===== src/rtl/ow_timing_engine.sv =====
module ow_timing_engine #(
  parameter int CLK_DIV = 50
) (
  input  logic       clk,
  input  logic       rst_n,
  input  logic       start,
  input  logic [1:0] op,
  input  logic       od,
  input  logic       bus_in,
  output logic       bus_pd_n,
  output logic       busy,
  output logic       done,
  output logic       bit_out,
  output logic       short_out
);
  localparam int SAMP_S = 8,    SAMP_O = 2;
  localparam int SLOT_S = 60,   SLOT_O = 6;
  localparam int RLOW_S = 480,  RLOW_O = 48;
  localparam int RMIN_S = 960,  RMIN_O = 96;
  localparam int ALRM_S = 3840, ALRM_O = 384;
  localparam int PLO_S  = 15,   PLO_O  = 2;
  localparam int PHI_S  = 60,   PHI_O  = 6;
  localparam int DW = $clog2(CLK_DIV + 1);
  localparam int TW = $clog2(RLOW_S + ALRM_S + PHI_S + RMIN_S);

  typedef enum logic [2:0] {S_IDLE, S_SLOT, S_RLOW, S_RREL, S_RPRES} st_t;
  st_t st;

  logic [DW-1:0] div;
  logic [TW-1:0] t, u, t_nx, u_nx;
  logic [TW-1:0] lim_samp, lim_slot, lim_rlow, lim_rmin, lim_alrm, lim_plo, lim_phi;
  logic od_q, w0_q, smp, pres, bus_m, bus_s, tick, in_win;

  assign busy = (st != S_IDLE);
  assign tick = busy && (div == DW'(CLK_DIV - 1));
  assign t_nx = t + 1'b1;
  assign u_nx = u + 1'b1;

  assign lim_samp = od_q ? TW'(SAMP_O) : TW'(SAMP_S);
  assign lim_slot = od_q ? TW'(SLOT_O) : TW'(SLOT_S);
  assign lim_rlow = od_q ? TW'(RLOW_O) : TW'(RLOW_S);
  assign lim_rmin = od_q ? TW'(RMIN_O) : TW'(RMIN_S);
  assign lim_alrm = od_q ? TW'(ALRM_O) : TW'(ALRM_S);
  assign lim_plo  = od_q ? TW'(PLO_O)  : TW'(PLO_S);
  assign lim_phi  = od_q ? TW'(PHI_O)  : TW'(PHI_S);

  assign in_win = !bus_s && (u >= lim_plo) && (u < lim_phi);

  always_ff @(posedge clk or negedge rst_n) begin
    if (!rst_n) begin
      st        <= S_IDLE;
      div       <= '0;
      t         <= '0;
      u         <= '0;
      od_q      <= 1'b0;
      w0_q      <= 1'b0;
      smp       <= 1'b1;
      pres      <= 1'b0;
      bus_m     <= 1'b1;
      bus_s     <= 1'b1;
      bus_pd_n  <= 1'b1;
      done      <= 1'b0;
      bit_out   <= 1'b1;
      short_out <= 1'b0;
    end else begin
      done  <= 1'b0;
      bus_m <= bus_in;
      bus_s <= bus_m;
      div   <= (!busy || tick) ? '0 : div + 1'b1;
      if (tick) begin
        t <= t_nx;
        u <= u_nx;
      end
      case (st)
        S_IDLE: if (start) begin
          od_q      <= od;
          w0_q      <= (op == 2'b01);
          t         <= '0;
          u         <= '0;
          pres      <= 1'b0;
          short_out <= 1'b0;
          bus_pd_n  <= 1'b0;
          st        <= op[1] ? S_RLOW : S_SLOT;
        end
        S_SLOT: if (tick) begin
          if (t_nx == TW'(1) && !w0_q) bus_pd_n <= 1'b1;
          if (t_nx == lim_samp) smp <= bus_s;
          if (t_nx == lim_slot) begin
            bus_pd_n <= 1'b1;
            done     <= 1'b1;
            bit_out  <= smp;
            st       <= S_IDLE;
          end
        end
        S_RLOW: if (tick && t_nx == lim_rlow) begin
          bus_pd_n <= 1'b1;
          u        <= '0;
          st       <= S_RREL;
        end
        S_RREL: begin
          if (bus_s) begin
            u  <= '0;
            st <= S_RPRES;
          end else if (tick && u_nx == lim_alrm) begin
            done      <= 1'b1;
            short_out <= 1'b1;
            bit_out   <= 1'b0;
            st        <= S_IDLE;
          end
        end
        S_RPRES: begin
          if (in_win) pres <= 1'b1;
          if (tick && t_nx >= lim_rmin && u_nx >= lim_phi) begin
            done    <= 1'b1;
            bit_out <= !(pres || in_win);
            st      <= S_IDLE;
          end
        end
        default: st <= S_IDLE;
      endcase
    end
  end
endmodule



===== config.mk =====
export PLATFORM = sky130hd
export DESIGN_NAME = ow_timing_engine
export DESIGN_NICKNAME = d
export VERILOG_FILES = /design/src/rtl/ow_timing_engine.sv
export SDC_FILE = /design/constraint.sdc
export NUM_CORES = 1
export LEC_CHECK = 0
export ABC_CLOCK_PERIOD_IN_PS = 4000
export CAP_MARGIN = 20
export CORE_ASPECT_RATIO = 1.2
export CORE_UTILIZATION = 55
export DETAILED_ROUTE_END_ITERATION = 12
export MAX_ROUTING_LAYER = met4
export PLACE_DENSITY = 0.79
export SLEW_MARGIN = 30
export SYNTH_ARGS = -nofsm -noshare
export SYNTH_HDL_FRONTEND = slang
export SYNTH_SLANG_ARGS = --single-unit

===== constraint.sdc =====
create_clock -name clk -period 4 [get_ports clk]
set_clock_uncertainty 0.15 [all_clocks]
set_input_delay 1 -clock clk [delete_from_list [all_inputs] [get_ports clk]]
set_output_delay 1 -clock clk [all_outputs]
set_load 0.1 [all_outputs]

==> results.sh, run 1 <==
export IMPL_p_int_w=0.001063
export IMPL_portBuffers=11
export IMPL_p_leak_nw=1.543
export IMPL_synth_edf_count=0
export IMPL_first_pass_iters=5
export IMPL_max_cap_violations=0
export IMPL_multi_input_area_um2=2130
export IMPL_antenna_found_initial=0
export IMPL_netlist_area_um2=3467
export IMPL_yosysWarningCount=0
export IMPL_rows=31
export IMPL_worstPathRequired_ps=4090
export IMPL_drive_gt1_share_pct=9.135
export IMPL_p_switching_w=0.0008615
export IMPL_cts_hold_buf=0
export IMPL_crit_path_end_kind="flip-flop"
export IMPL_vias=3003
export IMPL_r2r_slack_ps=520
export IMPL_cp_num_buf_inv=0
export IMPL_ys_seq_elements=45
export IMPL_worstPathArrival_ps=3570
export IMPL_cts_tree="built"
export IMPL_core_area_um2=6051
export IMPL_n_antenna_cell=0
export IMPL_grt_pass1_vias=2702
export IMPL_synth_area_leaders="dfrtp_1 (29%), ha_1 (7.2%), nand2_1 (6.2%), xnor2_1 (6.1%), nor2_1 (4.9%)"
export IMPL_slowest_stage="dfrtp_1"
export IMPL_path_class="flip-flop to flip-flop"
export IMPL_fillers=546
export IMPL_routed_wirelength_um=7791
export IMPL_dpl_hpwl_um=5645
export IMPL_crit_fanout=9
export IMPL_place_congestion=0.9286
export IMPL_synth_most_common_cell="nand2_1"
export IMPL_die_h_um=88.98
export IMPL_pwr_share_clk_pct=15.7
export IMPL_slew_viol_final=0
export IMPL_worstReg2RegEnd="bit_out$_DFFE_PN1P_"
export IMPL_p_sw_share_pct=44.76
export IMPL_nNetsFinal=442
export IMPL_crit_start="u[0]$_DFF_PN0_"
export IMPL_period_needed_ps=3483
export IMPL_start_util_pct=57.30
export IMPL_relSlewSlack_pct=35.24
export IMPL_antenna_left=0
export IMPL_syn_mean_instance_area_um2=8.255
export IMPL_cp_common_cell="ha_1"
export IMPL_path_cells="ha_1 > nand3_4 > xnor2_1 > ha_1 > a21oi_1 > o31ai_1 > and4b_1 > a2111o_1 > o311ai_0 > o211ai_1 > mux2_2"
export IMPL_worstHoldStart="bus_m$_DFF_PN1_"
export IMPL_root_buffer="clkbuf_8"
export IMPL_cts_resized=0
export IMPL_worst_pin_slew_ps=968.4
export IMPL_post_drt_wl_per_cell_um=15.64
export IMPL_grt_max_degree=46
export IMPL_design_power_total_w=0.001925
export IMPL_insertion_delay_ps=310
export IMPL_synth_top_flop_cell="dfrtp_1"
export IMPL_hp_class="flip-flop to flip-flop"
export IMPL_power_frac_seq_pct=42.2
export IMPL_report_final_setup_viol=0
export IMPL_post_cts_buffers=0
export IMPL_rsz0062_at_grt="false"
export IMPL_whs_path_depth=0
export IMPL_grt_pass1_wl_um=12750
export IMPL_hold_viol=0
export IMPL_synth_distinct_cells=62
export IMPL_p_comb_share_pct=42.1
export IMPL_vias_per_cell=6.030
export IMPL_fp_dieArea_um2=6627
export IMPL_fin_crit_sh_pct=87.07
export IMPL_whs_endpoint="bus_s$_DFF_PN1_"
export IMPL_clk_path_buf_depth=2
export IMPL_grt_overflow=0
export IMPL_drc=0
export IMPL_grt_usage_pct=26.00
export IMPL_rr_startpoint="u[0]$_DFF_PN0_"
export IMPL_power_density_nw_per_um2=524.4
export IMPL_reg2reg_depth=11
export IMPL_synthCells=420
export IMPL_synthArstFlopShare_pct=100.0
export IMPL_outcome="completed"
export IMPL_crit_family="compound AO/OA/AOI/OAI gates"
export IMPL_yosysTopAreaCellShare_pct=28.87
export IMPL_synth_nets=447
export IMPL_regArea_um2=1132
export IMPL_fmax_ghz=0.2871
export IMPL_die_w_um=74.48
export IMPL_start_kind="flip-flop"
export IMPL_ys_seq_area_share_pct=32.66
export IMPL_drt_initial_drc_count=218
export IMPL_numCtsBuffers=5
export IMPL_critPathMaxStageDelay_ps=540
export IMPL_htree_levels=2
export IMPL_cts_clk_slew_worst_paths_ps=90
export IMPL_synthTopCellsByCount="nand2_1 (57), nor2_1 (45), dfrtp_1 (40)"
export IMPL_yosys_area_top_type="dfrtp_1"
export IMPL_area_growth_pct=5.882
export IMPL_ios=12
export IMPL_cts_sinks=45
export IMPL_vdd_drop_max_v=0.0003691
export IMPL_final_setup_tns_ps=0
## worst register-to-register path: cells and delay by family (launching register included)
kind | cells | cell delay [ps]
simple gates | 2 | 350
xor+xnor | 1 | 170
mux | 1 | 300
compound gates | 5 | 1270
flops | 1 | 540
fa+ha+maj | 2 | 650
## final cells by class
type	count	share of cell area, %
Sequential cell	45	30.85
Timing Repair Buffer	18	4.158
Inverter	16	1.636
Clock buffer	5	1.875
Multi-Input combinational cell	329	58.01
Tap cell	82	2.795
Clock inverter	3	0.6817
## layer usage
metal / up-vias / GRT usage, % / routed length, µm
met3: 13 / 3.946 / 353
li1: 1468 / - / -
met5: - / - / 0
met2: 96 / 42.34 / 3841
met4: 0 / 9.091 / 134
met1: 1426 / 32.76 / 3461
## flip-flops by register name (all words and copies together), names as in the netlist, 3 cells and up
| signal | cells |
|---|---|
| div | 6 |
| st | 3 |
| t | 13 |
| u | 13 |
## placed cells by master, fill, tap and decap left out, types with 6 or more instances in the layout
cell type | netlist | routed
inv_1 | 16 | 16
xnor2_1 | 24 | 24
nand2_1 | 57 | 57
dfrtp_1 | 40 | 40
xor2_1 | 13 | 13
nor2_1 | 45 | 45
ha_1 | 20 | 20
o21ai_0 | 20 | 20
buf_4 | 0 | 11
nand3_1 | 19 | 19
clkdlybuf4s50_1 | 0 | 7
nor3_1 | 19 | 18
nand4_1 | 12 | 12
o31ai_1 | 6 | 6
a21oi_1 | 9 | 9
## kinds of logic (layout without fill, tap and decap cells)
kind of cell	after synthesis	count (layout)	share of synthesized area, %
buffers and inverters	46	42	6.063
adder cells (fa/ha/maj)	20	20	7.218
AND/OR/NAND/NOR	199	199	29.41
flip-flops	45	45	32.66
multiplexers	5	5	1.516
XOR/XNOR	37	37	9.347
AO/OA/AOI/OAI	68	68	13.79
## power groups by stage
stage	registers, W	logic (W)	clock network (W)
after floorplan	0.000717	0.000715	0
after global placement	0.000809	0.000773	0
after detailed placement	0.000814	0.000805	0
after CTS	0.000807	0.000809	0.000314
after global routing	0.000839	0.000917	0.000326
final	0.000812	0.000810	0.000302
## per-stage QoR
step / hold WS [ps] / std cells / worst slack, ps / utilization [%] / cell area [µm²]
finish: 214.4 / 498 / 517.1 / 60.67 / 3671
global route: 220.2 / 498 / 192.3 / 60.67 / 3671
CTS: 218.1 / 498 / 522.1 / 60.67 / 3671
detailed placement: 204.2 / 490 / 560.3 / 59.12 / 3577
global placement: 197.8 / 490 / 636.6 / 59.08 / 3575
floorplan: 195.2 / 420 / 948.0 / - / 3467
## how the worst max path moves through the flow
stage / to / slack (ps) / cells after the start
2_1_floorplan: bit_out$_DFFE_PN1P_ / 950 / 14
3_3_place_gp: u[6]$_DFF_PN0_ / 640 / 8
3_5_place_dp: u[2]$_DFF_PN0_ / 560 / 8
4_1_cts: bit_out$_DFFE_PN1P_ / 520 / 11
5_1_grt: u[2]$_DFF_PN0_ / 190 / 8
6_report: bit_out$_DFFE_PN1P_ / 520 / 11
(Power assumes the default switching activity.)
==> inputs of run 2 (changes only) <==
--- a/config.mk
+++ b/config.mk
@@ -7,7 +7,7 @@
 export LEC_CHECK = 0
 export ABC_CLOCK_PERIOD_IN_PS = 4000
 export CAP_MARGIN = 20
-export CORE_ASPECT_RATIO = 1.2
+export CORE_ASPECT_RATIO = 1.4
 export CORE_UTILIZATION = 55
 export DETAILED_ROUTE_END_ITERATION = 12
 export MAX_ROUTING_LAYER = met4
==> run 2 against run 1 <==
  * Utilization up 0.71 points
  * Critical path depth down 2
  * Clock-buffer cell count unchanged
  * Flip-flop and latch count unchanged
  * Register-to-register slack worse by 70 ps
  * Critical path type unchanged
  * Highest routed layer unchanged
==> results.sh, run 2 (synthesized netlist as in run 1, its figures left out) <==
export IMPL_slew_viol_final=0
export IMPL_final_cell_mix="nand2_1 (57), nor2_1 (45), dfrtp_1 (40), xnor2_1 (24)"
export IMPL_slowest_stage="a211oi_4"
export IMPL_crit_fanout=12
export IMPL_vias=2935
export IMPL_fillers=487
export IMPL_final_setup_tns_ps=0
export IMPL_insertion_delay_ps=310
export IMPL_place_congestion=0.8493
export IMPL_vias_per_cell=6.014
export IMPL_p_leak_nw=1.559
export IMPL_fin_crit_sh_pct=88.92
export IMPL_core_area_um2=5987
export IMPL_drt_initial_drc_count=137
export IMPL_htree_levels=2
export IMPL_n_antenna_cell=0
export IMPL_max_cap_violations=0
export IMPL_antenna_left=0
export IMPL_worstPathRequired_ps=4030
export IMPL_top_regs="t x13, u x13, div x6"
export IMPL_grt_pass1_vias=2809
export IMPL_fmax_ghz=0.2811
export IMPL_crit_family="simple AND/OR/NAND/NOR gates"
export IMPL_clk_path_buf_depth=2
export IMPL_post_cts_buffers=0
export IMPL_ios=12
export IMPL_dpl_hpwl_um=5682
export IMPL_fp_dieArea_um2=6630
export IMPL_grt_overflow=0
export IMPL_report_final_setup_viol=0
export IMPL_nNetsFinal=444
export IMPL_worst_pin_slew_ps=984.3
export IMPL_drc=0
export IMPL_cts_clk_slew_worst_paths_ps=100
export IMPL_rsz0062_at_grt="false"
export IMPL_numCtsBuffers=5
export IMPL_vdd_drop_max_v=0.0003724
export IMPL_antenna_found_initial=0
export IMPL_cts_hold_buf=0
export IMPL_cp_num_buf_inv=1
export IMPL_cts_tree="built"
export IMPL_outcome="completed"
export IMPL_post_drt_wl_per_cell_um=15.89
export IMPL_critPathMaxStageDelay_ps=580
export IMPL_area_growth_pct=5.990
export IMPL_cts_sinks=45
export IMPL_grt_max_degree=46
export IMPL_worstPathArrival_ps=3580
export IMPL_final_common_cell="nand2_1"
export IMPL_crit_path_end_kind="flip-flop"
export IMPL_finish_utilization_pct=61.38
export IMPL_period_needed_ps=3557
export IMPL_portBuffers=11
export IMPL_die_h_um=95.95
export IMPL_cts_resized=0
export IMPL_rows=33
export IMPL_relSlewSlack_pct=34.17
export IMPL_hold_viol=0
export IMPL_start_kind="flip-flop"
export IMPL_path_class="flip-flop to flip-flop"
export IMPL_die_w_um=69.10
export IMPL_first_pass_iters=4
export IMPL_start_util_pct=57.91
export IMPL_power_density_nw_per_um2=524.2
export IMPL_grt_usage_pct=25.69
export IMPL_routed_wirelength_um=7753
export IMPL_drive_gt1_share_pct=9.569
export IMPL_hp_class="flip-flop to flip-flop"
export IMPL_grt_pass1_wl_um=13140
export IMPL_root_buffer="clkbuf_8"
export IMPL_path_cells="ha_1 > nand3_1 > buf_4 > nor3_1 > mux2i_1 > nand4_1 > or3b_4 > a211oi_4 > nor2_1"
-- run 2: final timing paths --
path,slack [ps],cells past startpoint,startpoint,end
setup / recovery,440,9,t[0]$_DFF_PN0_,u[3]$_DFF_PN0_
min in group asynchronous,520,1,rst_n,t[8]$_DFF_PN0_
max in group asynchronous,2780,1,rst_n,div[0]$_DFF_PN0_
hold / removal,210,0,bus_m$_DFF_PN1_,bus_s$_DFF_PN1_
setup reg to reg,440,9,t[0]$_DFF_PN0_,u[3]$_DFF_PN0_
hold reg to reg,210,0,bus_m$_DFF_PN1_,bus_s$_DFF_PN1_
-- run 2: worst reg2reg max path, cell delays in order (launching register included) --
cell      delay (ps)
dfrtp_1          510
ha_1             360
nand3_1          100
buf_4            180
nor3_1           470
mux2i_1          350
nand4_1          160
or3b_4           440
a211oi_4         580
nor2_1           120
-- run 2: layout make-up --
cell class,count,area (µm²),area share (%)
multi-input combinational,329,2130,57.95
sequential,45,1132,30.81
timing repair buffer,20,167.7,4.562
tap,70,87.58,2.383
clock buffer,5,68.82,1.873
inverter,16,60.06,1.634
clock inverter,3,28.78,0.7831
-- run 2: metrics by stage --
stage / setup WS, ps / cell area [µm²] / hold WS (ps) / std cells / total power, W
4_1_cts: 449.7 / 3675 / 212.2 / 488 / 0.001933
2_1_floorplan: 948.0 / 3467 / 195.2 / 420 / 0.001432
5_1_grt: 192.1 / 3675 / 219.1 / 488 / 0.002087
3_3_place_gp: 574.9 / 3575 / 196.3 / 480 / 0.001587
3_5_place_dp: 473.9 / 3577 / 197.5 / 480 / 0.001619
6_report: 443.0 / 3675 / 210.7 / 488 / 0.001926
-- run 2: metal layers --
metal  wire length [µm]  GRT usage (%)  vias up
li1                   -              -     1475
met5                  0              -        -
met2               3863          43.85       71
met3                303          3.874       27
met4                337          14.80        0
met1               3249          28.86     1362
-- run 2: power breakdown --
group	switching, W	leakage (nW)	internal, W	total [W]
clock	0.000177	0.0511	0.000132	0.000309
sequential	0.000238	0.559	0.000577	0.000815
combinational	0.000446	0.949	0.000356	0.000802
